`config.mk`:
```
export PLATFORM = sky130hd
export DESIGN_NAME = shmem_node_ctrl
export DESIGN_NICKNAME = d
export VERILOG_FILES = /design/src/rtl/shmem_pkg.sv /design/src/rtl/shmem_local_ram.sv /design/src/rtl/shmem_req_fifo.sv /design/src/rtl/shmem_requester.sv /design/src/rtl/shmem_proxy.sv /design/src/rtl/shmem_node_ctrl.sv
export SDC_FILE = /design/constraint.sdc
export NUM_CORES = 1
export LEC_CHECK = 0
export BUFFER_PORTS_ARGS = -buffer_cell sky130_fd_sc_hd__buf_2
export CORE_MARGIN = 3
export CORE_UTILIZATION = 55
export CTS_CLUSTER_DIAMETER = 40
export DETAILED_ROUTE_END_ITERATION = 12
export GPL_ROUTABILITY_DRIVEN = 0
export PLACE_DENSITY = 0.74
export SYNTH_ARGS = -nofsm -noshare
export SYNTH_HDL_FRONTEND = slang
export SYNTH_HIERARCHICAL = 1
export SYNTH_SLANG_ARGS = --single-unit
```
`constraint.sdc`:
```
create_clock -name clk -period 2.5 [get_ports clk]
set_clock_uncertainty 0.2 [all_clocks]
set_input_delay 0.125 -clock clk [delete_from_list [all_inputs] [get_ports clk]]
set_output_delay 0.125 -clock clk [all_outputs]
set_load 0.01 [all_outputs]
```
`src/rtl/shmem_pkg.sv`:
```
package shmem_pkg;

    typedef enum logic [2:0] {
        PK_RD_REQ = 3'd0,
        PK_WR_REQ = 3'd1,
        PK_RD_RSP = 3'd2,
        PK_WR_ACK = 3'd3,
        PK_NACK   = 3'd4
    } pkt_kind_e;

    typedef enum logic [2:0] {
        RQ_IDLE,
        RQ_LOCAL,
        RQ_SEND,
        RQ_WAIT,
        RQ_BACKOFF,
        RQ_DONE
    } rq_state_e;

    typedef enum logic [1:0] {
        SV_IDLE,
        SV_MEM,
        SV_REPLY
    } sv_state_e;

endpackage

```
`src/rtl/shmem_local_ram.sv`:
```
module shmem_local_ram #(
    parameter int OFF_W  = 4,
    parameter int DATA_W = 8
) (
    input  logic              clk,
    input  logic              rst_n,
    input  logic              a_en,
    input  logic              a_we,
    input  logic [OFF_W-1:0]  a_addr,
    input  logic [DATA_W-1:0] a_wdata,
    output logic [DATA_W-1:0] a_rdata,
    input  logic              b_en,
    input  logic              b_we,
    input  logic [OFF_W-1:0]  b_addr,
    input  logic [DATA_W-1:0] b_wdata,
    output logic [DATA_W-1:0] b_rdata
);
    localparam int WORDS = 1 << OFF_W;

    logic [DATA_W-1:0] mem [WORDS];

    // Port b (remote proxy) is written last, so it wins a same-word collision.
    always_ff @(posedge clk or negedge rst_n) begin
        if (!rst_n) begin
            for (int i = 0; i < WORDS; i++) mem[i] <= '0;
            a_rdata <= '0;
            b_rdata <= '0;
        end else begin
            if (a_en && a_we) mem[a_addr] <= a_wdata;
            if (b_en && b_we) mem[b_addr] <= b_wdata;
            if (a_en && !a_we) a_rdata <= mem[a_addr];
            if (b_en && !b_we) b_rdata <= mem[b_addr];
        end
    end
endmodule

```
`src/rtl/shmem_req_fifo.sv`:
```
module shmem_req_fifo #(
    parameter int WIDTH = 8,
    parameter int DEPTH = 2
) (
    input  logic             clk,
    input  logic             rst_n,
    input  logic             push,
    input  logic [WIDTH-1:0] push_data,
    input  logic             pop,
    output logic [WIDTH-1:0] pop_data,
    output logic             full,
    output logic             empty
);
    localparam int AW = (DEPTH > 1) ? $clog2(DEPTH) : 1;
    localparam int CW = $clog2(DEPTH + 1);

    logic [WIDTH-1:0] store [DEPTH];
    logic [AW-1:0]    wr_q, rd_q;
    logic [CW-1:0]    cnt_q;
    logic             do_push, do_pop;

    assign full     = (cnt_q == CW'(DEPTH));
    assign empty    = (cnt_q == '0);
    assign do_push  = push && !full;
    assign do_pop   = pop && !empty;
    assign pop_data = store[rd_q];

    always_ff @(posedge clk) begin
        if (do_push) store[wr_q] <= push_data;
    end

    always_ff @(posedge clk or negedge rst_n) begin
        if (!rst_n) begin
            wr_q  <= '0;
            rd_q  <= '0;
            cnt_q <= '0;
        end else begin
            if (do_push) wr_q <= (wr_q == AW'(DEPTH - 1)) ? '0 : wr_q + 1'b1;
            if (do_pop)  rd_q <= (rd_q == AW'(DEPTH - 1)) ? '0 : rd_q + 1'b1;
            unique case ({do_push, do_pop})
                2'b10:   cnt_q <= cnt_q + 1'b1;
                2'b01:   cnt_q <= cnt_q - 1'b1;
                default: cnt_q <= cnt_q;
            endcase
        end
    end


    no_overflow_chk: assert property (@(posedge clk) disable iff (!rst_n)
        push |-> !full);

    no_underflow_chk: assert property (@(posedge clk) disable iff (!rst_n)
        pop |-> !empty);
endmodule

```
`src/rtl/shmem_requester.sv`:
```
module shmem_requester
    import shmem_pkg::*;
#(
    parameter int NODE_W  = 2,
    parameter int OFF_W   = 4,
    parameter int DATA_W  = 8,
    parameter int BACKOFF = 3
) (
    input  logic                     clk,
    input  logic                     rst_n,
    input  logic [NODE_W-1:0]        node_id,
    input  logic                     cpu_valid,
    input  logic                     cpu_we,
    input  logic [NODE_W+OFF_W-1:0]  cpu_addr,
    input  logic [DATA_W-1:0]        cpu_wdata,
    output logic                     cpu_ready,
    output logic                     cpu_done,
    output logic [DATA_W-1:0]        cpu_rdata,
    output logic                     rqo_valid,
    input  logic                     rqo_ready,
    output logic [2:0]               rqo_kind,
    output logic [NODE_W-1:0]        rqo_src,
    output logic [NODE_W-1:0]        rqo_dst,
    output logic [OFF_W-1:0]         rqo_addr,
    output logic [DATA_W-1:0]        rqo_data,
    input  logic                     rsi_valid,
    output logic                     rsi_ready,
    input  logic [2:0]               rsi_kind,
    input  logic [NODE_W-1:0]        rsi_dst,
    input  logic [DATA_W-1:0]        rsi_data,
    output logic                     ram_en,
    output logic                     ram_we,
    output logic [OFF_W-1:0]         ram_addr,
    output logic [DATA_W-1:0]        ram_wdata,
    input  logic [DATA_W-1:0]        ram_rdata
);
    localparam int GA_W  = NODE_W + OFF_W;
    localparam int CNT_W = $clog2(BACKOFF + 1);

    rq_state_e         st_q, st_d;
    logic              we_q, loc_q;
    logic [NODE_W-1:0] dst_q;
    logic [OFF_W-1:0]  off_q;
    logic [DATA_W-1:0] wdata_q, rsp_q;
    logic [CNT_W-1:0]  cnt_q;
    logic              rsp_hit, is_local;
    pkt_kind_e         want_kind;

    assign is_local  = (cpu_addr[GA_W-1:OFF_W] == node_id);
    assign want_kind = we_q ? PK_WR_ACK : PK_RD_RSP;
    assign rsp_hit   = rsi_valid && (rsi_dst == node_id) && (st_q == RQ_WAIT);
    assign rsi_ready = 1'b1;

    always_ff @(posedge clk or negedge rst_n) begin
        if (!rst_n) st_q <= RQ_IDLE;
        else        st_q <= st_d;
    end

    always_comb begin
        st_d = st_q;
        unique case (st_q)
            RQ_IDLE:    if (cpu_valid) st_d = is_local ? RQ_LOCAL : RQ_SEND;
            RQ_LOCAL:   st_d = RQ_DONE;
            RQ_SEND:    if (rqo_ready) st_d = RQ_WAIT;
            RQ_WAIT: begin
                if (rsp_hit && rsi_kind == want_kind)     st_d = RQ_DONE;
                else if (rsp_hit && rsi_kind == PK_NACK)  st_d = RQ_BACKOFF;
            end
            RQ_BACKOFF: if (cnt_q == CNT_W'(BACKOFF - 1)) st_d = RQ_SEND;
            RQ_DONE:    st_d = RQ_IDLE;
            default:    st_d = RQ_IDLE;
        endcase
    end

    always_ff @(posedge clk or negedge rst_n) begin
        if (!rst_n) begin
            we_q    <= 1'b0;
            loc_q   <= 1'b0;
            dst_q   <= '0;
            off_q   <= '0;
            wdata_q <= '0;
            rsp_q   <= '0;
            cnt_q   <= '0;
        end else begin
            if (st_q == RQ_IDLE && cpu_valid) begin
                we_q    <= cpu_we;
                loc_q   <= is_local;
                dst_q   <= cpu_addr[GA_W-1:OFF_W];
                off_q   <= cpu_addr[OFF_W-1:0];
                wdata_q <= cpu_wdata;
            end
            if (rsp_hit && rsi_kind == want_kind) rsp_q <= rsi_data;
            if (st_q == RQ_BACKOFF) cnt_q <= cnt_q + 1'b1;
            else                    cnt_q <= '0;
        end
    end

    always_comb begin
        cpu_ready = (st_q == RQ_IDLE);
        cpu_done  = (st_q == RQ_DONE);
        cpu_rdata = loc_q ? ram_rdata : rsp_q;
        rqo_valid = (st_q == RQ_SEND);
        rqo_kind  = we_q ? PK_WR_REQ : PK_RD_REQ;
        rqo_src   = node_id;
        rqo_dst   = dst_q;
        rqo_addr  = off_q;
        rqo_data  = we_q ? wdata_q : '0;
        ram_en    = (st_q == RQ_LOCAL);
        ram_we    = we_q;
        ram_addr  = off_q;
        ram_wdata = wdata_q;
    end


    rqo_hold_chk: assert property (@(posedge clk) disable iff (!rst_n)
        (rqo_valid && !rqo_ready) |=> (rqo_valid && $stable(rqo_kind) &&
                                       $stable(rqo_dst) && $stable(rqo_addr) && $stable(rqo_data)));

    rqo_remote_chk: assert property (@(posedge clk) disable iff (!rst_n)
        rqo_valid |-> ((rqo_dst != node_id) &&
                       (rqo_kind == PK_RD_REQ || rqo_kind == PK_WR_REQ)));

    one_outstanding_chk: assert property (@(posedge clk) disable iff (!rst_n)
        $rose(cpu_ready) |-> $past(cpu_done));
endmodule

```
`src/rtl/shmem_proxy.sv`:
```
module shmem_proxy
    import shmem_pkg::*;
#(
    parameter int NODE_W = 2,
    parameter int OFF_W  = 4,
    parameter int DATA_W = 8,
    parameter int QDEPTH = 2
) (
    input  logic              clk,
    input  logic              rst_n,
    input  logic [NODE_W-1:0] node_id,
    input  logic              rqi_valid,
    output logic              rqi_ready,
    input  logic [2:0]        rqi_kind,
    input  logic [NODE_W-1:0] rqi_src,
    input  logic [OFF_W-1:0]  rqi_addr,
    input  logic [DATA_W-1:0] rqi_data,
    output logic              rso_valid,
    input  logic              rso_ready,
    output logic [2:0]        rso_kind,
    output logic [NODE_W-1:0] rso_src,
    output logic [NODE_W-1:0] rso_dst,
    output logic [OFF_W-1:0]  rso_addr,
    output logic [DATA_W-1:0] rso_data,
    output logic              ram_en,
    output logic              ram_we,
    output logic [OFF_W-1:0]  ram_addr,
    output logic [DATA_W-1:0] ram_wdata,
    input  logic [DATA_W-1:0] ram_rdata
);
    localparam int EW = 1 + NODE_W + OFF_W + DATA_W;

    sv_state_e         sv_q, sv_d;
    logic              full, empty, push, pop, refuse;
    logic [EW-1:0]     push_d, pop_d;
    logic              nack_q;
    logic [NODE_W-1:0] nack_dst_q;
    logic [OFF_W-1:0]  nack_addr_q;
    logic              e_we_q;
    logic [NODE_W-1:0] e_src_q;
    logic [OFF_W-1:0]  e_addr_q;
    logic [DATA_W-1:0] e_data_q;
    logic              ov_q;
    logic [2:0]        okind_q;
    logic [NODE_W-1:0] odst_q;
    logic [OFF_W-1:0]  oaddr_q;
    logic [DATA_W-1:0] odata_q;
    logic              out_free, load_nack, load_rep;

    assign rqi_ready = !nack_q;
    assign push      = rqi_valid && rqi_ready && !full;
    assign refuse    = rqi_valid && rqi_ready && full;
    assign push_d    = {(rqi_kind == PK_WR_REQ), rqi_src, rqi_addr, rqi_data};
    assign pop       = (sv_q == SV_IDLE) && !empty;
    assign out_free  = !ov_q || rso_ready;
    assign load_nack = out_free && nack_q;
    assign load_rep  = out_free && !nack_q && (sv_q == SV_REPLY);

    shmem_req_fifo #(.WIDTH(EW), .DEPTH(QDEPTH)) queue_i (
        .clk       (clk),
        .rst_n     (rst_n),
        .push      (push),
        .push_data (push_d),
        .pop       (pop),
        .pop_data  (pop_d),
        .full      (full),
        .empty     (empty)
    );

    always_ff @(posedge clk or negedge rst_n) begin
        if (!rst_n) sv_q <= SV_IDLE;
        else        sv_q <= sv_d;
    end

    always_comb begin
        sv_d = sv_q;
        unique case (sv_q)
            SV_IDLE:  if (pop) sv_d = SV_MEM;
            SV_MEM:   sv_d = SV_REPLY;
            SV_REPLY: if (load_rep) sv_d = SV_IDLE;
            default:  sv_d = SV_IDLE;
        endcase
    end

    always_ff @(posedge clk or negedge rst_n) begin
        if (!rst_n) begin
            nack_q      <= 1'b0;
            nack_dst_q  <= '0;
            nack_addr_q <= '0;
            {e_we_q, e_src_q, e_addr_q, e_data_q} <= '0;
            ov_q    <= 1'b0;
            okind_q <= '0;
            odst_q  <= '0;
            oaddr_q <= '0;
            odata_q <= '0;
        end else begin
            if (refuse) begin
                nack_q      <= 1'b1;
                nack_dst_q  <= rqi_src;
                nack_addr_q <= rqi_addr;
            end else if (load_nack) begin
                nack_q <= 1'b0;
            end
            if (pop) {e_we_q, e_src_q, e_addr_q, e_data_q} <= pop_d;
            if (load_nack) begin
                ov_q    <= 1'b1;
                okind_q <= PK_NACK;
                odst_q  <= nack_dst_q;
                oaddr_q <= nack_addr_q;
                odata_q <= '0;
            end else if (load_rep) begin
                ov_q    <= 1'b1;
                okind_q <= e_we_q ? PK_WR_ACK : PK_RD_RSP;
                odst_q  <= e_src_q;
                oaddr_q <= e_addr_q;
                odata_q <= e_we_q ? '0 : ram_rdata;
            end else if (rso_ready) begin
                ov_q <= 1'b0;
            end
        end
    end

    always_comb begin
        rso_valid = ov_q;
        rso_kind  = okind_q;
        rso_src   = node_id;
        rso_dst   = odst_q;
        rso_addr  = oaddr_q;
        rso_data  = odata_q;
        ram_en    = (sv_q == SV_MEM);
        ram_we    = e_we_q;
        ram_addr  = e_addr_q;
        ram_wdata = e_data_q;
    end


    rso_hold_chk: assert property (@(posedge clk) disable iff (!rst_n)
        (rso_valid && !rso_ready) |=> (rso_valid && $stable(rso_kind) &&
                                       $stable(rso_dst) && $stable(rso_addr) && $stable(rso_data)));

    rso_kind_chk: assert property (@(posedge clk) disable iff (!rst_n)
        rso_valid |-> (rso_kind == PK_RD_RSP || rso_kind == PK_WR_ACK || rso_kind == PK_NACK));
endmodule

```
`src/rtl/shmem_node_ctrl.sv`:
```
module shmem_node_ctrl #(
    parameter int NODE_W  = 2,
    parameter int OFF_W   = 4,
    parameter int DATA_W  = 8,
    parameter int QDEPTH  = 2,
    parameter int BACKOFF = 3
) (
    input  logic                    clk,
    input  logic                    rst_n,
    input  logic [NODE_W-1:0]       node_id,
    input  logic                    cpu_valid,
    input  logic                    cpu_we,
    input  logic [NODE_W+OFF_W-1:0] cpu_addr,
    input  logic [DATA_W-1:0]       cpu_wdata,
    output logic                    cpu_ready,
    output logic                    cpu_done,
    output logic [DATA_W-1:0]       cpu_rdata,
    output logic                    rqo_valid,
    input  logic                    rqo_ready,
    output logic [2:0]              rqo_kind,
    output logic [NODE_W-1:0]       rqo_src,
    output logic [NODE_W-1:0]       rqo_dst,
    output logic [OFF_W-1:0]        rqo_addr,
    output logic [DATA_W-1:0]       rqo_data,
    input  logic                    rsi_valid,
    output logic                    rsi_ready,
    input  logic [2:0]              rsi_kind,
    input  logic [NODE_W-1:0]       rsi_dst,
    input  logic [DATA_W-1:0]       rsi_data,
    input  logic                    rqi_valid,
    output logic                    rqi_ready,
    input  logic [2:0]              rqi_kind,
    input  logic [NODE_W-1:0]       rqi_src,
    input  logic [OFF_W-1:0]        rqi_addr,
    input  logic [DATA_W-1:0]       rqi_data,
    output logic                    rso_valid,
    input  logic                    rso_ready,
    output logic [2:0]              rso_kind,
    output logic [NODE_W-1:0]       rso_src,
    output logic [NODE_W-1:0]       rso_dst,
    output logic [OFF_W-1:0]        rso_addr,
    output logic [DATA_W-1:0]       rso_data
);
    logic              a_en, a_we, b_en, b_we;
    logic [OFF_W-1:0]  a_addr, b_addr;
    logic [DATA_W-1:0] a_wdata, a_rdata, b_wdata, b_rdata;

    shmem_local_ram #(.OFF_W(OFF_W), .DATA_W(DATA_W)) bank_i (
        .clk(clk), .rst_n(rst_n),
        .a_en(a_en), .a_we(a_we), .a_addr(a_addr), .a_wdata(a_wdata), .a_rdata(a_rdata),
        .b_en(b_en), .b_we(b_we), .b_addr(b_addr), .b_wdata(b_wdata), .b_rdata(b_rdata)
    );

    shmem_requester #(.NODE_W(NODE_W), .OFF_W(OFF_W), .DATA_W(DATA_W), .BACKOFF(BACKOFF)) req_i (
        .clk(clk), .rst_n(rst_n), .node_id(node_id),
        .cpu_valid(cpu_valid), .cpu_we(cpu_we), .cpu_addr(cpu_addr), .cpu_wdata(cpu_wdata),
        .cpu_ready(cpu_ready), .cpu_done(cpu_done), .cpu_rdata(cpu_rdata),
        .rqo_valid(rqo_valid), .rqo_ready(rqo_ready), .rqo_kind(rqo_kind), .rqo_src(rqo_src),
        .rqo_dst(rqo_dst), .rqo_addr(rqo_addr), .rqo_data(rqo_data),
        .rsi_valid(rsi_valid), .rsi_ready(rsi_ready), .rsi_kind(rsi_kind),
        .rsi_dst(rsi_dst), .rsi_data(rsi_data),
        .ram_en(a_en), .ram_we(a_we), .ram_addr(a_addr), .ram_wdata(a_wdata), .ram_rdata(a_rdata)
    );

    shmem_proxy #(.NODE_W(NODE_W), .OFF_W(OFF_W), .DATA_W(DATA_W), .QDEPTH(QDEPTH)) proxy_i (
        .clk(clk), .rst_n(rst_n), .node_id(node_id),
        .rqi_valid(rqi_valid), .rqi_ready(rqi_ready), .rqi_kind(rqi_kind), .rqi_src(rqi_src),
        .rqi_addr(rqi_addr), .rqi_data(rqi_data),
        .rso_valid(rso_valid), .rso_ready(rso_ready), .rso_kind(rso_kind), .rso_src(rso_src),
        .rso_dst(rso_dst), .rso_addr(rso_addr), .rso_data(rso_data),
        .ram_en(b_en), .ram_we(b_we), .ram_addr(b_addr), .ram_wdata(b_wdata), .ram_rdata(b_rdata)
    );
endmodule

```
# Word level (Yosys, flattened, before mapping)
# Memory sizes are Yosys's and may differ from the RTL's. A register that Yosys moved wholly into a read port is not among the register bits.
# Cells that the tools add are included.
word_totals:
  memories: 1
  ramBits: 30
  elab_cells: 158
  regBits: 204
mem_list:
  columns: ["name", "words", "width", "rd", "rd_ports_with_merged_regs", "write_ports", "line", "source"]
  rows:
  - ["proxy_i.queue_i.store", 2, 15, 1, 1, 1, "shmem_req_fifo.sv:17", "logic [WIDTH-1:0] store [DEPTH];"]
op_classes:
  reduce_logical: 37
  add_sub_neg: 5
  magnitude_cmp: 4
  muxes: 49
  bitwise: 2
  n_eq_ne: 22
op_table:
  columns: ["operator", "n"]
  rows:
  - ["128-bit bitwise mux", 2]
  - ["128-bit two-way mux", 2]
  - ["8-bit two-way mux", 11]
  - ["8-bit binary-select mux with 4-bit select", 2]
  - ["8-bit demux with 4-bit select", 2]
  - ["3-bit two-way mux", 7]
  - ["1-bit logical AND", 20]
  - ["3-bit one-hot mux with 5 select lines", 1]
  - ["1-bit two-way mux", 12]
  - ["2-bit two-way mux", 6]
  - ["5-bit greater-or-equal comparator, second input constant", 2]
  - ["5-bit by 1-bit less-than comparator with 1-bit output, second input constant", 2]
  - ["4-bit NOT with 5-bit output", 2]
  - ["3-bit == test, second input constant", 3]
  - ["2-bit == test, second input constant", 4]
  - ["4-bit two-way mux", 2]
  - ["1-bit logical NOT", 7]
  - ["3-bit by 1-bit == test with 1-bit output, second input constant", 2]
  - ["3-bit by 2-bit == test with 1-bit output, second input constant", 2]
  - ["2-bit by 1-bit != test with 1-bit output, second input constant", 3]
  - ["2-bit one-hot mux with 3 select lines", 1]
  - ["2-bit nonzero test", 3]
  - ["2-bit by 1-bit adder with 2-bit output, second input constant", 2]
  - ["2-bit by 1-bit == test with 1-bit output, second input constant", 2]
  - ["other kinds (13)", 17]

# Logic depth before layout (Yosys ltp)
# Gate-level depths: netlist (run 1).
depth:
  ltp_word: 9
  ltp_mapped: 8
  mapped_depth_nobuf: 8

# Modules after synthesis
# Netlist (run 1), hierarchy kept.
modules_own_cells:
  columns: ["mod", "instances", "area_per_inst_um2", "cells_each"]
  rows:
  - ["shmem_local_ram", 1, 8999.9, 912]
  - ["shmem_proxy", 1, 1741.7, 133]
  - ["shmem_requester", 1, 1507.7, 123]
  - ["shmem_req_fifo", 1, 1331.3, 65]

# Worst setup path before layout (run 1)
# No wires, ideal clock.
synth_timing:
  path_type: "register to register"
  from: "register req_i.st_q[2]"
  to: "register bank_i/mem[64] in the netlist's numbering"
  path_buffers: 0
  arrival_ns: 1.922
  synth_period_minus_slack_ns: 2.248
  setup_time_ns: 0.126
  stages_incl_launch_ff: 7
  slack_ns: 0.252
  path_cell_list: "dfrtp_1 -> and2b_2 -> and2_1 -> nand4_4 -> nor2_2 -> mux2i_1 -> a21oi_2"
synth_via:
  elab_chain_cells: 5
synth_rtl:
  columns: ["item", "line", "source"]
  rows:
  - ["from (decl)", "shmem_requester.sv:40", "rq_state_e st_q, st_d;"]
  - ["from (signal assigned)", "shmem_requester.sv:56", "else st_q <= st_d;"]
  - ["3-bit by 1-bit == test with 1-bit output (*)", "shmem_requester.sv:108", "ram_en = (st_q == RQ_LOCAL);"]
  - ["via a_en", "shmem_node_ctrl.sv:44", "logic a_en, a_we, b_en, b_we;"]
  - ["1-bit logical AND (*)", "shmem_local_ram.sv:29", "if (a_en && a_we) mem[a_addr] <= a_wdata;"]
  - ["128-bit two-way mux (*)", "shmem_local_ram.sv:29", null]
  - ["128-bit bitwise mux", "shmem_local_ram.sv:30", "if (b_en && b_we) mem[b_addr] <= b_wdata;"]
  - ["128-bit two-way mux (*)", "shmem_local_ram.sv:30", null]
  - ["to (signal, indexed assignment)", "shmem_local_ram.sv:29", null]
  - ["to (signal, indexed assignment)", "shmem_local_ram.sv:30", null]
  - ["to (decl)", "shmem_local_ram.sv:20", "logic [DATA_W-1:0] mem [WORDS];"]
# Mark *: on every way through the listed nets, which the timed path passes. The rest lies on a longest branch.
# A chain may end at the register's enable or synchronous reset.

# Worst setup path after layout (run 1)
layout_timing:
  from: "input rsi_kind[1]"
  to: "register req_i.st_q[1]"
layout_via:
  elab_chain_cells: 4
layout_rtl:
  columns: ["item", "line", "source"]
  rows:
  - ["from (decl)", "shmem_node_ctrl.sv:27", "input logic [2:0] rsi_kind,"]
  - ["3-bit == test (on tied branches)", "shmem_requester.sv:66, shmem_requester.sv:67", null]
  - ["1-bit logical AND (on tied branches)", "shmem_requester.sv:66, shmem_requester.sv:67", null]
  - ["3-bit two-way mux or 3-bit != test (tied branches)", null, null]
  - ["3-bit one-hot mux with 5 select lines or 4-bit AND reduction (tied branches)", null, null]
# Parallel ways exist; a longest one is shown, timed or not.

==> metrics.yaml, run 1 <==
pre_cts_ws_ns: -0.009601
synth_warnings: 6
drive_above_1_share_pct: 25.39
vias_per_cell: 6.039
die_y_um: 163.1
htree_levels: 2
yosysSeqAreaShare_pct: 46.99
cap_violations: 0
p_leak_nw: 7.283
post-cts-setup-buffers: 0
core_sq_mm: 0.02389
clock_sinks: 249
syn_inst: 1233
post-route-drc-count: 0
cts_tree: "done"
first_pass_iters: 6
hp-class: "in2async"
ys_types: 69
insertion_delay_ns: 0.53
rows: 56
initial_core_util_pct: 56.84
rsz0062_at_grt: "no"
hold_ws_ns: 0.003736
place_hpwl_um: 25730
clockBufferDepth: 3
crit_required_ns: 2.71
tightest_slew_ns: 0.9639
nNetsFinal: 1438
ctsRootBufferMaster: "clkbuf_16"
synth_edf_count: 30
synth_async_sr_flop_share_pct: 87.95
wirelength_um: 38310
slew_headroom_pct: 35.61
finalMaxSlewViolations: 0
synthesis.area_sq_mm: 0.01358
crit_fanout: 2
grt_pass1_vias: 10401
clk_pin_slew_worst_paths_ns: 0.05
ys_seq_elements: 249
die_w_um: 163.1
n_antenna_cell: 0
p_per_area_mw_per_mm2: 1355
status: "finished, final reports clean"
min_period_ns: 2.454
crit_path_end_kind: "register"
drt_iter0_drc: 1210
setup-tns-final_ns: 0
overflow: 0
antenna_found_initial: 0
fillers: 1788
worstPathArrival_ns: 2.67
grt_pass1_wl_um: 59790
path_class: "in2reg"
post-route-period-util_pct: 98.17
cts_buffers: 38
grt_max_degree: 80
ant_nets: 0
route.vias.total: 10442
postLayoutSetupSlackWorst_ns: 0.04567
syn_to_final_growth_pct: 20.08
vdd_drop_max_v: 0.0007922
synth_flop_cell: "dfrtp_1"
startpoint_type: "primary input"
p_total_mw: 22.10
hold_viol: 0
syn_avg_cell_area_sq_um: 11.01
report.final.setup_viol: 0
portBuffers: 102
die-area_sq_mm: 0.02661
pin_count: 106
fmax_mhz: 407.4
grt_usage_pct: 28.97
wl_per_cell_um: 22.16
[power by group]
group          total [mW]  internal (mW)  switching [mW]
clock network        5.28           3.27            2.01
registers            8.23           5.84            2.39
logic                8.59           4.09            4.50
[Yosys cell counts (7+ instances only)]
master     count  share of area (%)
dfrtp_1      219                 40
mux2i_1      215                 16
nor2_1       145                4.0
a21oi_1      105                3.9
nand2_1       51                1.4
mux2_2        48                4.0
clkbuf_1      43                1.2
o21ai_0       34                1.3
edfxtp_1      30                6.6
buf_4         25                1.4
nand3_1       22               0.81
o22ai_1       22                1.0
mux4_2        20                3.3
buf_2         19               0.70
a31oi_1       17               0.78
inv_1         16               0.44
buf_1         15               0.41
and2_1        12               0.55
nor2b_1       10               0.46
mux2_4         9                1.0
a2bb2oi_1      8               0.52
nand2b_1       8               0.37
nand3b_1       8               0.44
nor3_1         8               0.29
a22o_1         7               0.45
buf_6          7               0.58
mux2_1         7               0.58
[cells in the final DEF, fill, tap and decap left out, types with 5 or more instances in the layout]
cell type      count
o22ai_1           22
edfxtp_1          30
xnor2_1            6
o32ai_1            6
mux2i_1          215
buf_4             53
or3b_2             5
clkinv_2           7
mux2_1             7
nor2_2             6
inv_1             16
o21ai_0           34
a21oi_1          104
dlygate4sd3_1     54
clkbuf_16         39
buf_12             9
mux2_4             9
a2bb2oi_1          8
a221oi_2           6
inv_6              6
and2_1            11
nor2_1           145
nand2_1           51
a31oi_1           17
nand2b_1           8
nor2b_1            9
a22o_1             7
nand3_1           22
mux2_2            48
nor3_1             8
mux4_2            20
dfrtp_1          216
buf_2            101
a21oi_2            7
nand3b_1           8
[flip-flops by register name (all words and copies together) (netlist names), 3 cells and up]
signal                 count
bank_i/mem               128
proxy_i/rso_kind           3
req_i/ram_addr             4
proxy_i/ram_wdata          8
proxy_i/nack_addr_q        4
req_i/ram_wdata            8
req_i/st_q                 3
proxy_i/rso_addr           4
bank_i/b_rdata             8
req_i/rsp_q                8
proxy_i/rso_data           8
proxy_i/queue_i/store     30
bank_i/a_rdata             8
proxy_i/ram_addr           4
[routing by layer]
metal  wire (um)  track usage (%)  up-vias  share of wire [%]
li1            -                -     4760                  -
met5           0                0        -                  0
met1       15600            40.62     5040                 41
met2       17430            45.00      550                 45
met3        3820            5.935       92                 10
met4        1467            10.57        0                3.8
[worst max-delay path, cell delays in order]
cell	delay, ns
dlygate4sd3_1	0.53
buf_2	0.13
or3b_2	0.44
dlygate4sd3_1	0.59
a21oi_2	0.18
dlygate4sd3_1	0.59
o22ai_1	0.08
[cells by family (layout without fill, tap and decap cells)]
| group | count (synthesis) | in the layout | synth area share, % |
|---|---|---|---|
| adder cells (fa/ha/maj) | 2 | 2 | 0.1842 |
| AND/OR/NAND/NOR | 311 | 311 | 11.94 |
| flip-flops | 249 | 249 | 46.99 |
| other | 2 | 3 | 0.05530 |
| multiplexers | 299 | 299 | 24.72 |
| XOR/XNOR | 10 | 10 | 0.6449 |
| AO/OA/AOI/OAI | 233 | 233 | 10.59 |
| buffers and inverters | 127 | 303 | 4.883 |
[metrics by stage]
| step | cell area [sq um] | utilization (%) | instances |
|---|---|---|---|
| 6_report | 16310 | 68.26 | 1729 |
| 5_1_grt | 16310 | 68.26 | 1729 |
| 4_1_cts | 16300 | 68.21 | 1729 |
| 3_5_place_dp | 14490 | 60.63 | 1607 |
| 3_3_place_gp | 14490 | 60.63 | 1607 |
| 2_1_floorplan | 13580 | - | 1234 |
[worst paths after layout]
| check | start | endpoint | slack (ns) | depth (start not counted) |
|---|---|---|---|---|
| worst max-delay path | rsi_kind[1] | req_i/st_q[1] | 0.05 | 7 |
| worst min-delay path | rst_n | bank_i/mem[36] | 0.004 | 2 |
| worst max register to register | proxy_i/ram_addr[1] | bank_i/mem[42] | 0.15 | 4 |
| worst min register to register | req_i/cnt_q[0] | req_i/cnt_q[0] | 0.27 | 1 |
| max in group asynchronous | rst_n | bank_i/mem[25] | 1.36 | 3 |
| min in group clk | rsi_dst[0] | req_i/rsp_q[6] | 0.07 | 5 |
[area by class of cell]
class	count	area, sq um	share of cell area (%)
Timing Repair Buffer	218	1639	10.05
Multi-Input combinational cell	858	6553	40.18
Clock inverter	25	257.7	1.580
Sequential cell	249	6385	39.15
Clock buffer	43	1011	6.199
Tap cell	319	399.1	2.447
Inverter	17	63.81	0.3913
[what timing repair did]
action | 4_1_cts | 5_1_grt
resized for setup | 1 | 3
pin swaps | 0 | 0
hold buffers | 54 | 0
endpoints found under the hold margin | 290 | 0
endpoints found under the setup margin | 2 | 11
cloned | 0 | 0
No activity file was read; power rests on OpenSTA's default activity.
==> run 2, diff against run 1 <==
--- a/config.mk
+++ b/config.mk
@@ -6,12 +6,14 @@
 export NUM_CORES = 1
 export LEC_CHECK = 0
 export BUFFER_PORTS_ARGS = -buffer_cell sky130_fd_sc_hd__buf_2
+export CORE_ASPECT_RATIO = 0.8
 export CORE_MARGIN = 3
 export CORE_UTILIZATION = 55
 export CTS_CLUSTER_DIAMETER = 40
 export DETAILED_ROUTE_END_ITERATION = 12
 export GPL_ROUTABILITY_DRIVEN = 0
 export PLACE_DENSITY = 0.74
+export SKIP_CTS_REPAIR_TIMING = 1
 export SYNTH_ARGS = -nofsm -noshare
 export SYNTH_HDL_FRONTEND = slang
 export SYNTH_HIERARCHICAL = 1
==> metrics.yaml, run 2 (synthesized netlist as in run 1, its figures left out) <==
status: "complete, but fails checks"  # was finished, final reports clean
violations: "negative hold slack"
die_y_um: 146.5  # was 163.1 um
slew_headroom_pct: 33.06  # was 35.61%
final_util_pct: 68.25  # was 68.26%
vdd_drop_max_v: 0.0005212  # was 0.0007922 V
met2_wirelength_um: 17020  # was 17430 um
highest_layer: "met5"  # was met4
core_sq_mm: 0.02384  # was 0.02389 sq mm
wl_per_cell_um: 22.80  # was 22.16 um
p_per_area_mw_per_mm2: 1356  # was 1355 mW/mm^2
p_total_mw: 22.06  # was 22.10 mW
report.final.setup_viol: 0  # unchanged
syn_to_final_growth_pct: 19.79  # was 20.08%
htree_levels: 2  # unchanged
fmax_mhz: 418.9  # was 407.4 MHz
post_dp_cell_area_sq_mm: 0.01454  # was 0.01449 sq mm
clockBufferDepth: 3  # unchanged
overflow: 0  # unchanged
drive_above_1_share_pct: 25.62  # was 25.39%
ant_nets: 0  # unchanged
cts_tree: "done"  # unchanged
die_w_um: 181.7  # was 163.1 um
worstPathArrival_ns: 2.58  # was 2.67 ns
tightest_slew_ns: 1.002  # was 0.9639 ns
crit_path_end_kind: "register"  # unchanged
post-route-drc-count: 0  # unchanged
largest_registers: "bank_i/mem: 128 flops, proxy_i/queue_i/store: 30 flops"  # unchanged
final_common_cell: "dfrtp_1"  # unchanged
finalInstanceArea_sq_mm: 0.01627  # was 0.01631 sq mm
grt_pass1_vias: 10320  # was 10401
vias_per_cell: 6.164  # was 6.039
crit_required_ns: 2.69  # was 2.71 ns
first_pass_iters: 5  # was 6
seqCellArea_sq_mm: 0.006385  # unchanged
fillers: 1766  # was 1788
slowest_delay_ns: 0.59  # about the same
path_common_cell: "dlygate4sd3_1"  # unchanged
rows: 50  # was 56
crit_chain: "buf_4, mux2i_1, a31oi_1, dlygate4sd3_1, o22ai_1, dlygate4sd3_1"  # was dlygate4sd3_1, buf_2, or3b_2, dlygate4sd3_1, a21oi_2, dlygate4sd3_1, o22ai_1
rsz0062_at_grt: "no"  # unchanged
portBuffers: 102  # unchanged
crit_fanout: 7  # was 2
largest_register: "bank_i/mem"  # unchanged
die-area_sq_mm: 0.02663  # was 0.02661 sq mm
cap_violations: 0  # unchanged
multi_input_area_sq_mm: 0.006541  # was 0.006553 sq mm
drt_iter0_drc: 1019  # was 1210
wirelength_um: 39330  # was 38310 um
grt_usage_pct: 28.78  # was 28.97%
place_hpwl_um: 26550  # was 25730 um
clk_pin_slew_worst_paths_ns: 0.06  # was 0.05 ns
startpoint_type: "register"  # was primary input
initial_core_util_pct: 56.98  # was 56.84%
finalMaxSlewViolations: 0  # unchanged
worst-path-stages: 6  # was 7
clock_sinks: 249  # unchanged
nNetsFinal: 1442  # was 1438
insertion_delay_ns: 0.52  # was 0.53 ns
hp-class: "in2async"  # unchanged
setup-tns-final_ns: 0  # unchanged
grt_max_degree: 67  # was 80
path_class: "reg2reg"  # was in2reg
route.vias.total: 10633  # was 10442
final_cell_mix: "dfrtp_1, mux2i_1, nor2_1"  # unchanged
largest_register_ffs: 128  # unchanged
grt_pass1_wl_um: 60130  # was 59790 um
wl_met1_um: 16740  # was 15600 um
post-route-period-util_pct: 95.50  # was 98.17%
hold_viol: 59  # was 0
n_antenna_cell: 0  # unchanged
crit_buf_inv: 3  # was 4
wl_met3_um: 4231  # was 3820 um
p_leak_nw: 7.277  # was 7.283 nW
min_period_ns: 2.387  # was 2.454 ns
ctsRootBufferMaster: "clkbuf_16"  # unchanged
slowest_stage: "dlygate4sd3_1"  # unchanged
cts_buffers: 35  # was 38
r2r_cells: 6  # was 4
antenna_found_initial: 1  # was 0
pin_count: 106  # unchanged
cpLargestDelayFamily: "buffers and inverters"  # unchanged
hold_ws_ns: -0.03859  # was 0.003736 ns
-- run 2: power breakdown --
part           total [mW]  internal, mW  switching, mW
clock                5.17          3.22           1.94
sequential           8.23          5.84           2.39
combinational        8.66          4.12           4.54
total                22.1          13.2           8.87
-- run 2: per-stage QoR --
step,setup slack (ns),instances,hold WS (ns)
finish,0.1126,1725,-0.03859
floorplan,0.2523,1234,-0.3706
global route,0.02818,1725,0.01623
global placement,0.1198,1612,-0.07910
CTS,0.04487,1676,-0.6130
detailed placement,0.06902,1612,-0.08029
-- run 2: worst paths after layout --
path / end / slack, ns / from
worst max-delay path: req_i/st_q[0] / 0.11 / req_i/st_q[0]
worst min-delay path: proxy_i/rso_data[5] / -0.04 / rst_n
worst max register to register: req_i/st_q[0] / 0.11 / req_i/st_q[0]
worst min register to register: req_i/cnt_q[0] / 0.23 / req_i/cnt_q[0]
max in group asynchronous: req_i/st_q[0] / 1.39 / rst_n
min in group clk: req_i/st_q[1] / 0.01 / rsi_dst[0]
-- run 2: layout make-up --
cell class	count	share of cell area, %
Clock buffer	42	5.930
Inverter	17	0.3922
Timing Repair Buffer	225	10.17
Multi-Input combinational cell	858	40.21
Tap cell	312	2.400
Clock inverter	22	1.654
Sequential cell	249	39.25
-- run 2: routing by layer --
metal / up-vias / track usage (%)
met3: 115 / 8.344
met5: - / 0
met2: 560 / 41.42
met1: 5197 / 41.95
met4: 2 / 9.631
li1: 4759 / -
==> run 3, diff against run 2 <==
--- a/config.mk
+++ b/config.mk
@@ -5,14 +5,14 @@
 export SDC_FILE = /design/constraint.sdc
 export NUM_CORES = 1
 export LEC_CHECK = 0
-export BUFFER_PORTS_ARGS = -buffer_cell sky130_fd_sc_hd__buf_2
 export CORE_ASPECT_RATIO = 0.8
 export CORE_MARGIN = 3
 export CORE_UTILIZATION = 55
 export CTS_CLUSTER_DIAMETER = 40
 export DETAILED_ROUTE_END_ITERATION = 12
+export DONT_BUFFER_PORTS = 1
 export GPL_ROUTABILITY_DRIVEN = 0
-export PLACE_DENSITY = 0.74
+export PLACE_DENSITY = 0.7
 export SKIP_CTS_REPAIR_TIMING = 1
 export SYNTH_ARGS = -nofsm -noshare
 export SYNTH_HDL_FRONTEND = slang
==> metrics.yaml, run 3 (synthesized netlist as in run 1, its figures left out) <==
grt_max_degree: 220  # was 67
crit_path_end_kind: "register"  # unchanged
p_leak_nw: 6.754  # was 7.277 nW
finalNonFillerCells: 1618  # was 1725
htree_levels: 2  # unchanged
slowest_stage: "dfrtp_1"  # was dlygate4sd3_1
insertion_delay_ns: 0.51  # was 0.52 ns
startpoint_type: "register"  # unchanged
initial_core_util_pct: 56.98  # unchanged
drive_above_1_share_pct: 18.91  # was 25.62%
largest_register_ffs: 128  # unchanged
clockBufferDepth: 3  # unchanged
slew_headroom_pct: 31.58  # was 33.06%
ctsRootBufferMaster: "clkbuf_16"  # unchanged
core_sq_mm: 0.02384  # unchanged
status: "complete, but fails checks"  # unchanged
crit_required_ns: 2.67  # was 2.69 ns
dp_cells: 1505  # was 1612
hold_ws_ns: -0.8753  # was -0.03859 ns
cts_tree: "done"  # unchanged
ant_nets: 0  # unchanged
route.vias.total: 10198  # was 10633
rsz0062_at_grt: "no"  # unchanged
violations: "negative hold slack"  # unchanged
report.final.setup_viol: 0  # unchanged
vdd_drop_max_v: 0.0005087  # was 0.0005212 V
vias_per_cell: 6.303  # was 6.164
finalInstanceArea_sq_mm: 0.01560  # was 0.01627 sq mm
p_total_mw: 21.10  # was 22.06 mW
finalMaxSlewViolations: 0  # unchanged
largest_register: "bank_i/mem"  # unchanged
crit_buf_inv: 1  # was 3
worstPathArrival_ns: 2.58  # about the same
p_per_area_mw_per_mm2: 1352  # was 1356 mW/mm^2
grt_usage_pct: 27.97  # was 28.78%
r2r-start: "req_i/ram_addr[0]"  # was req_i/st_q[0]
final_common_cell: "dfrtp_1"  # unchanged
setup-tns-final_ns: 0  # unchanged
hp-class: "in2async"  # unchanged
n_antenna_cell: 0  # unchanged
post_dp_cell_area_sq_mm: 0.01397  # was 0.01454 sq mm
wirelength_um: 38370  # was 39330 um
portBuffers: 0  # was 102
syn_to_final_growth_pct: 14.88  # was 19.79%
die_y_um: 146.5  # unchanged
die_w_um: 181.7  # unchanged
clk_pin_slew_worst_paths_ns: 0.05  # was 0.06 ns
path_class: "reg2reg"  # unchanged
cpLargestDelayFamily: "compound AO/OA/AOI/OAI gates"  # was buffers and inverters
hold_viol: 221  # was 59
cap_violations: 0  # unchanged
crit_chain: "buf_4, nand3b_1, o22ai_1, a21oi_1, a31oi_1"  # was buf_4, mux2i_1, a31oi_1, dlygate4sd3_1, o22ai_1, dlygate4sd3_1
clock_sinks: 249  # unchanged
final_cell_mix: "dfrtp_1, mux2i_1, nor2_1"  # unchanged
grt_pass1_wl_um: 58370  # was 60130 um
post-route-drc-count: 0  # unchanged
place_hpwl_um: 25850  # was 26550 um
grt_pass1_vias: 9705  # was 10320
die-area_sq_mm: 0.02663  # unchanged
cts_buffers: 34  # was 35
wl_per_cell_um: 23.72  # was 22.80 um
largest_registers: "bank_i/mem: 128 flops, proxy_i/queue_i/store: 30 flops"  # unchanged
nNetsFinal: 1337  # was 1442
min_period_ns: 2.412  # was 2.387 ns
rows: 50  # unchanged
pin_count: 106  # unchanged
first_pass_iters: 5  # unchanged
crit_fanout: 12  # was 7
drt_iter0_drc: 1272  # was 1019
tightest_slew_ns: 1.024  # was 1.002 ns
slowest_delay_ns: 0.74  # was 0.59 ns
fmax_mhz: 414.6  # was 418.9 MHz
final_util_pct: 65.45  # was 68.25%
antenna_found_initial: 0  # was 1
crit_start: "req_i/ram_addr[0]"  # was req_i/st_q[0]
overflow: 0  # unchanged
post-route-period-util_pct: 96.48  # was 95.50%
==> run 3: where the power goes <==
group	switching (mW)	internal (mW)	leakage, nW
clock	1.86	2.89	0.529
sequential	2.69	5.84	3.05
combinational	3.98	3.84	3.18
total	8.53	12.6	6.75
==> run 3: cell type report <==
class | count | area [sq um]
fill | 1812 | 8234
clock inverter | 17 | 167.7
multi-input combinational | 858 | 6541
tap | 312 | 390.4
sequential | 249 | 6385
clock buffer | 44 | 939.7
timing repair buffer | 121 | 1114
inverter | 17 | 63.81
==> run 3: per-layer routing <==
metal  wire (um)  up-vias  share of wire (%)  track usage, %
li1            -     4548                  -               -
met1       17040     5115                 44           41.71
met2       16780      465                 44           40.23
met3        3782       70                9.9           8.294
met4         765        0                2.0           6.966
met5           0        -                  0               0
==> run 3: per-stage QoR <==
step           hold slack (ns)  setup slack (ns)
6_report               -0.8753           0.08804
5_1_grt                -0.8933           0.02866
4_1_cts                -0.8909           0.02765
3_5_place_dp           -0.3649           0.04039
3_3_place_gp           -0.3653            0.1109
2_1_floorplan          -0.3706            0.2523
==> run 3: path summary, 6_finish.rpt <==
path / to / slack (ns) / cells after the start
setup / recovery: bank_i/a_rdata[6] / 0.09 / 5
hold / removal: req_i/st_q[1] / -0.88 / 0
setup reg to reg: bank_i/a_rdata[6] / 0.09 / 5
hold reg to reg: req_i/cnt_q[0] / 0.26 / 1
max in group asynchronous: req_i/ram_addr[3] / 2.32 / 0
min in group clk: req_i/loc_q / -0.07 / 3
